## src/rtl/br_pkg.sv

```systemverilog
package br_pkg;
    localparam int XLEN     = 32;
    localparam int OP_W     = 6;
    localparam int SUB_W    = 5;
    localparam int IDX_W    = 26;
    localparam int OFF_W    = 16;
    localparam int REG_W    = 5;
    localparam logic [REG_W-1:0] LINK_REG = 5'd31;

    typedef enum logic [3:0] {
        K_NONE, K_J, K_JAL, K_BEQ, K_BNE, K_BLEZ, K_BGTZ,
        K_BLTZ, K_BGEZ, K_BLTZAL, K_BGEZAL, K_BAD
    } ctl_kind_e;

    typedef struct packed {
        logic              taken;
        logic [XLEN-1:0]   target;
        logic              link_we;
        logic [REG_W-1:0]  link_reg;
        logic [XLEN-1:0]   link_data;
        logic              trap;
    } res_t;
endpackage

```

## src/rtl/br_decode.sv

```systemverilog
module br_decode
    import br_pkg::*;
(
    input  logic [OP_W-1:0]  op,
    input  logic [SUB_W-1:0] sub,
    output ctl_kind_e        kind
);
    always_comb begin
        kind = K_NONE;
        unique case (op)
            6'd1: begin
                unique case (sub)
                    5'h00:   kind = K_BLTZ;
                    5'h01:   kind = K_BGEZ;
                    5'h10:   kind = K_BLTZAL;
                    5'h11:   kind = K_BGEZAL;
                    default: kind = K_BAD;
                endcase
            end
            6'd2:    kind = K_J;
            6'd3:    kind = K_JAL;
            6'd4:    kind = K_BEQ;
            6'd5:    kind = K_BNE;
            6'd6:    kind = K_BLEZ;
            6'd7:    kind = K_BGTZ;
            default: kind = K_NONE;
        endcase
    end
endmodule

```

## src/rtl/br_cond.sv

```systemverilog
module br_cond
    import br_pkg::*;
#(
    parameter int W = XLEN
) (
    input  ctl_kind_e    kind,
    input  logic [W-1:0] a,
    input  logic [W-1:0] b,
    output logic         hit
);
    logic neg, zero, same;

    always_comb begin
        neg  = a[W-1];
        zero = (a == '0);
        same = (a == b);
        unique case (kind)
            K_BEQ:             hit = same;
            K_BNE:             hit = !same;
            K_BLEZ:            hit = neg || zero;
            K_BGTZ:            hit = !neg && !zero;
            K_BLTZ, K_BLTZAL:  hit = neg;
            K_BGEZ, K_BGEZAL:  hit = !neg;
            K_J, K_JAL:        hit = 1'b1;
            default:           hit = 1'b0;
        endcase
    end
endmodule

```

## src/rtl/br_target.sv

```systemverilog
module br_target
    import br_pkg::*;
#(
    parameter int W     = XLEN,
    parameter int IW    = IDX_W,
    parameter int OW    = OFF_W
) (
    input  logic [W-1:0]  pc,
    input  logic [IW-1:0] idx,
    input  logic [OW-1:0] off,
    output logic [W-1:0]  jump_tgt,
    output logic [W-1:0]  branch_tgt,
    output logic [W-1:0]  seq_pc,
    output logic [W-1:0]  ret_pc
);
    localparam int REGION_W = W - IW - 2;
    localparam int EXT_W    = W - OW - 2;

    logic [W-1:0] disp;

    generate
        if (REGION_W > 0) begin : g_region
            assign jump_tgt = {pc[W-1 -: REGION_W], idx, 2'b00};
        end else begin : g_flat
            assign jump_tgt = {idx[W-3:0], 2'b00};
        end
    endgenerate

    assign disp       = {{EXT_W{off[OW-1]}}, off, 2'b00};
    assign seq_pc     = pc + W'(4);
    assign ret_pc     = pc + W'(8);
    assign branch_tgt = seq_pc + disp;
endmodule

```

## src/rtl/branch_resolve.sv

```systemverilog
module branch_resolve
    import br_pkg::*;
(
    input  logic        clk,
    input  logic        rst_n,
    input  logic        in_valid,
    input  logic [31:0] instr,
    input  logic [31:0] pc,
    input  logic [31:0] rs_val,
    input  logic [31:0] rt_val,
    output logic        taken,
    output logic [31:0] target,
    output logic        link_we,
    output logic [4:0]  link_reg,
    output logic [31:0] link_data,
    output logic        trap
);
    ctl_kind_e       kind;
    logic            hit;
    logic [XLEN-1:0] jump_tgt, branch_tgt, seq_pc, ret_pc;
    res_t            cur, out, hold_d, hold_q;

    br_decode u_dec (
        .op   (instr[31:26]),
        .sub  (instr[20:16]),
        .kind (kind)
    );

    br_cond #(.W(XLEN)) u_cond (
        .kind (kind),
        .a    (rs_val),
        .b    (rt_val),
        .hit  (hit)
    );

    br_target #(.W(XLEN), .IW(IDX_W), .OW(OFF_W)) u_tgt (
        .pc         (pc),
        .idx        (instr[25:0]),
        .off        (instr[15:0]),
        .jump_tgt   (jump_tgt),
        .branch_tgt (branch_tgt),
        .seq_pc     (seq_pc),
        .ret_pc     (ret_pc)
    );

    always_comb begin
        cur           = '0;
        cur.target    = seq_pc;
        cur.link_data = '0;
        unique case (kind)
            K_J: begin
                cur.taken  = 1'b1;
                cur.target = jump_tgt;
            end
            K_JAL: begin
                cur.taken     = 1'b1;
                cur.target    = jump_tgt;
                cur.link_we   = 1'b1;
                cur.link_reg  = LINK_REG;
                cur.link_data = ret_pc;
            end
            K_BEQ, K_BNE, K_BLEZ, K_BGTZ, K_BLTZ, K_BGEZ: begin
                cur.taken  = hit;
                cur.target = branch_tgt;
            end
            K_BLTZAL, K_BGEZAL: begin
                cur.taken     = hit;
                cur.target    = branch_tgt;
                cur.link_we   = 1'b1;
                cur.link_reg  = LINK_REG;
                cur.link_data = ret_pc;
            end
            K_BAD: begin
                cur.trap = 1'b1;
            end
            default: ;
        endcase

        hold_d = in_valid ? cur : hold_q;
        out    = in_valid ? cur : hold_q;
    end

    always_ff @(posedge clk) begin
        if (!rst_n) hold_q <= '0;
        else        hold_q <= hold_d;
    end

    assign taken     = out.taken;
    assign target    = out.target;
    assign link_we   = out.link_we;
    assign link_reg  = out.link_reg;
    assign link_data = out.link_data;
    assign trap      = out.trap;
endmodule

```

## config.mk

```make
export PLATFORM = sky130hd
export DESIGN_NAME = branch_resolve
export DESIGN_NICKNAME = d
export VERILOG_FILES = /design/src/rtl/br_pkg.sv /design/src/rtl/br_decode.sv /design/src/rtl/br_cond.sv /design/src/rtl/br_target.sv /design/src/rtl/branch_resolve.sv
export SDC_FILE = /design/constraint.sdc
export NUM_CORES = 1
export LEC_CHECK = 0
export CAP_MARGIN = 20
export CORE_MARGIN = 10
export CORE_UTILIZATION = 50
export DETAILED_ROUTE_END_ITERATION = 8
export PLACE_DENSITY = 0.87
export SYNTH_ARGS = -nofsm -noshare
export SYNTH_HDL_FRONTEND = slang
export SYNTH_SLANG_ARGS = --single-unit
```

## constraint.sdc

```tcl
create_clock -name clk -period 7.6 [get_ports clk]
set_clock_uncertainty 0.05 [all_clocks]
set_input_delay 1.52 -clock clk [delete_from_list [all_inputs] [get_ports clk]]
set_output_delay 1.52 -clock clk [all_outputs]
set_load 0.01 [all_outputs]
```

* Word level (Yosys, flattened, before mapping)
Index checks and enable logic that the tools add are counted.
** Word-level totals
- Input bits :: 131
- Word-level logic and storage cells :: 50
- Output and inout port bits :: 72
- Register bits :: 72
** Cells by class
- Equal/unequal tests :: 22
- Add/subtract/negate cells :: 3
- Muxes and demuxes :: 7
- Reductions and logical operators :: 12
** Operators by type and width (count)
- 2-to-1 mux 72 bit :: 1
- one-hot mux 33 bit (2 select lines) :: 1
- 2-to-1 mux 38 bit :: 1
- adder 32 x 3 -> 32 bit, second input constant :: 1
- adder 32 bit :: 1
- adder 32 x 4 -> 32 bit, second input constant :: 1
- == test 32 bit :: 1
- logical NOT 32 bit :: 1
- one-hot mux 4 bit (7 select lines) :: 1
- == test 6 x 3 -> 1 bit, second input constant :: 4
- == test 4 x 3 -> 1 bit, second input constant :: 4
- == test 4 bit, second input constant :: 4
- one-hot mux 4 bit (4 select lines) :: 1
- == test 6 x 2 -> 1 bit, second input constant :: 2
- == test 5 bit, second input constant :: 2
- == test 4 x 2 -> 1 bit, second input constant :: 2
- OR reduction 8 bit :: 1
- == test 6 x 1 -> 1 bit, second input constant :: 1
- one-hot mux 1 bit (6 select lines) :: 1
- OR reduction 2 bit :: 3
- == test 5 x 1 -> 1 bit, second input constant :: 1
- logical NOT 5 bit :: 1
- == test 4 x 1 -> 1 bit, second input constant :: 1
- logical NOT 1 bit :: 3
- other kinds (4) :: 4

* Logic depth before layout (Yosys ltp)
- Depth after elaboration :: 8
- Mapped depth :: 16
- Depth with buffers taken out :: 15

* Modules after synthesis
From an unflattened synthesis, not the netlist that was laid out.
** Unflattened totals
- Cells, all modules :: 1032
- Area, all modules :: 7918.8 um^2
** Modules (own cells, without submodules)
- branch_resolve :: cells each 547, instances 1, area an instance 4409.2 um^2, sequential area each 1441.4 um^2
- br_target :: cells each 393, instances 1, area an instance 2816.5 um^2, sequential area each 0.0 um^2
- br_cond :: cells each 72, instances 1, area an instance 570.5 um^2, sequential area each 0.0 um^2
- br_decode :: cells each 20, instances 1, area an instance 122.6 um^2, sequential area each 0.0 um^2

* Least setup slack after synthesis
Ideal clock, no wire load.
- Path type :: input -> output
- From :: input port pc[11]
- To :: output port target[23]
- Data arrival time :: 4.580 ns
- Stages on the path :: 15
- Data required time :: 6.030 ns
- Path slack :: 1.450 ns
- Buffers on the path :: 2
- Cells stage by stage :: buf_2 > nand4_1 > nor4_4 > nand2_1 > xnor2_1 > ha_1 > clkbuf_1 > nand4_1 > nor4_1 > a22o_1 > a2111oi_0 > or2_1 > xor2_1 > o211a_1 > nor2_1
** On the way
- Longest elaborated chain between the ends :: 4
** RTL lines
- from (decl) :: line branch_resolve.sv:8 : input logic [31:0] pc,
- adder 32 x 3 -> 32 bit (*) :: line br_target.sv:30 : assign seq_pc = pc + W'(4);
- adder 32 bit :: line br_target.sv:32 : assign branch_tgt = seq_pc + disp;
- one-hot mux 33 bit (2 select lines) (*) :: line branch_resolve.sv:50 : unique case (kind)
- 2-to-1 mux 72 bit (*) :: line branch_resolve.sv:80 : out = in_valid ? cur : hold_q;
- to (decl) :: line branch_resolve.sv:12 : output logic [31:0] target,
Every way passes the cells marked *; elsewhere a longest branch is shown, timed or not.

* Final worst setup path
- From :: input port pc[3]
- To :: output port target[29]
Same word-level chain as after synthesis.

==> flow_summary_export.csv <==
group,metric,value,unit
clock_tree,path_clk_slew,60,ps
synth,syn_area,0.00645,sq mm
global_routing,overflow,0,
synth,yosysTopAreaCell,"dfxtp_1",
drt,wl_per_cell,18.9,um
synth,synth_top_area_frac,0.224,
synth,yosys.area_share.simple,0.279,
global_routing,grt_usage,0.248,
finish,fillerInstances,978,
setup_path,worst_setup_path_start_kind,"input port",
sta,period_share,0.974,
synth,synth_area_leaders,"dfxtp_1 (22%), xor2_1 (8.2%), and2_1 (6.3%), ha_1 (6.0%), xnor2_1 (5.8%)",
finish,nets,1214,
synth,synthFlopType,"dfxtp_1",
global_routing,grt_start_max_net_pins,69,
synth,netlist_instances,857,
sta,setup_viol,0,
sta,finalSetupTns,0,ps
placement,dpl_worst_slack,69.8,ps
synth,syn_nets,1020,
synth,synth_compound_area_frac,0.245,
finish,final_cell_mix,"clkdlybuf4s50_1 (199), nor2_1 (84), dfxtp_1 (72)",
finish,syn_to_final_growth,41.2,%
global_routing,grt_pass1_vias,6962,
sta,hold_violations,0,
setup_path,required,6030,ps
sta,fmax,0.135,GHz
setup_path,r2r_cells,4,
power,p_total,1.34,mW
clock_tree,ctsHoldBuffers,0,
die,coreArea,0.0126,sq mm
drt,dr.pass1.iters,6,
setup_path,ff2ff_setup_slack,6310,ps
clock_tree,numCtsBuffers,9,
setup_path,r2r-end,"hold_q[69]$_SDFF_PN0_",
drt,routed-via-count,7181,
sta,slew_viol_final,0,
sta,period_needed,7400,ps
finish,top_regs,"hold_q x72",
setup_path,crit_type,"in2out",
setup_path,critPathMaxFanout,7,
drt,drt-total-wl,23200,um
synth,synth_edf_count,0,
placement,place_congestion,0.942,
finish,final_common_cell,"clkdlybuf4s50_1",
finish,top_register,"hold_q",
die,rows,41,
finish,drive_gt1_frac,0.0606,
min_path,holdPathStages,2,
job,cap_viol_max_count,0,
finish,antennaDiodeCount,0,
synth,async_reset_ff_frac,0,
synth,synth.area.mux_share,0.00330,
power,power.density_cell_area,148,mW/mm^2
placement,io_buffer_count,202,
clock_tree,htreeDepth,3,
min_path,hold_path.class,"reg2reg",
placement,dp_hpwl,17900,um
synth,yosys.area_share.adder,0.0633,
clock_tree,clk_path_buf_depth,2,
die,initial_utilization,0.511,
global_routing,antenna_found_initial,0,
setup_path,cp.arrival,5830,ps
clock_tree,clk_latency,340,ps
clock_tree,cts_tree,"yes",
finish,largest_reg_flops,72,
synth,yosys.area_share.xor_xnor,0.140,
global_routing,grt_pass1_wl,36400,um
setup_path,worstSetupStartpoint,"pc[3]",
power,power_leakage,3.53,nW
synth,synth_top_family_by_area,"simple AND/OR/NAND/NOR gates",
setup_path,cp-endpoint,"target[29]",
status,run_status,"finished, final reports clean",
drt,drtIter0Drc,384,
synth,yosys_warnings,0,
die,die-area,0.0178,sq mm
setup_path,crit_path_end_kind,"output pin",
power,ir_drop,0.122,mV
setup_path,r2r_start,"hold_q[69]$_SDFF_PN0_",
sta,fin_ws,197,ps
synth,ys_ff_latch,72,
finish,utilization,0.721,
sta,tightest_slew,989,ps
clock_tree,cts.sinks,72,
clock_tree,cts_root_buffer,"clkbuf_16",
drt,remaining_drc_errors,0,
sta,rsz0062_at_grt,"no",
sta,slew-limit-headroom,0.340,
drt,via_per_inst,5.85,
drt,drtAntennaViolNets,0,
synth,seq_area_frac_synth,0.224,
die,die_w,134,um
die,die_h,134,um
synth,synth_cell_types,64,
synth,avgSynthCellArea,7.52,sq um
die,ios,203,
[report_power, final]
group | switching [mW] | internal, mW | total [mW]
Clock | 0.178 | 0.355 | 0.533
Combinational | 0.214 | 0.202 | 0.415
Sequential | 0.00372 | 0.391 | 0.394
[critical path, cell delays in order]
cell             delay, ps
clkdlybuf4s50_1        580
ha_2                   270
nand3_2                100
or3_4                  440
nor3_2                 230
xor2_1                 200
buf_4                  150
ha_1                   310
inv_1                  120
o21ai_0                100
a21o_1                 180
a211o_1                240
a21oi_1                250
o21bai_1               150
or3_1                  380
nand3_1                 90
clkdlybuf4s50_1        530
[Yosys cell counts, types with 5 or more instances]
cell type and instances:
and2_1 65, nand2_1 59, o21ai_1 15, a211oi_1 5
xnor2_1 43, inv_1 23, a221oi_1 12, dfxtp_1 72
clkbuf_1 38, buf_2 8, a22oi_1 12, nand4_1 24
a21o_1 19, a221o_1 6, or3_1 12, nor2_1 84
xor2_1 60, a21oi_1 46, and3_1 9, nor3_1 23
and4_1 6, o21ai_0 28, o2bb2ai_1 34, nand3_1 24
a31oi_1 19, nor4_1 20, o21a_1 6, ha_1 31
[cells by family after synthesis]
group           count (synthesis)
simple gates                  345
mux                             2
xor+xnor                      103
flops                          72
fa+ha+maj                      32
buf+inv                        74
compound gates                229
[stage by stage]
stage	hold slack, ps	cells	instance area [sq um]
after floorplan	421	857	6450
after global placement	429	1207	8660
after detailed placement	445	1207	8660
after CTS	459	1223	9030
after global routing	480	1228	9100
final	456	1228	9100
[final cells by class]
class	instances	area [sq um]	area share
multi-input cells	711	4740	0.521
repair buffers	232	2240	0.246
flip-flops and latches	72	1440	0.158
clock buffers	9	225	0.0247
well taps	172	215	0.0236
clock inverters	7	143	0.0157
inverters	25	93.8	0.0103
[routing by layer]
metal	global-route usage	up-vias	share of wire
met2	0.398	349	0.44
met1	0.306	3302	0.42
met5	0	-	0
met4	0.0653	0	0.014
met3	0.0925	24	0.12
li1	-	3506	-
[what timing repair did]
| action | 4_1_cts | 5_1_grt |
|---|---|---|
| resized for setup | 0 | 8 |
| setup buffers | 0 | 5 |
| endpoints found under the setup margin | 0 | 7 |
[worst min path at each step]
stage	from	to	slack (ps)
floorplan	hold_q[49]$_SDFF_PN0_	hold_q[49]$_SDFF_PN0_	420
global placement	hold_q[62]$_SDFF_PN0_	hold_q[62]$_SDFF_PN0_	430
detailed placement	hold_q[66]$_SDFF_PN0_	hold_q[66]$_SDFF_PN0_	450
CTS	hold_q[66]$_SDFF_PN0_	hold_q[66]$_SDFF_PN0_	460
global route	hold_q[62]$_SDFF_PN0_	hold_q[62]$_SDFF_PN0_	480
finish	hold_q[66]$_SDFF_PN0_	hold_q[66]$_SDFF_PN0_	460
Power figures use the tool's default switching activity.
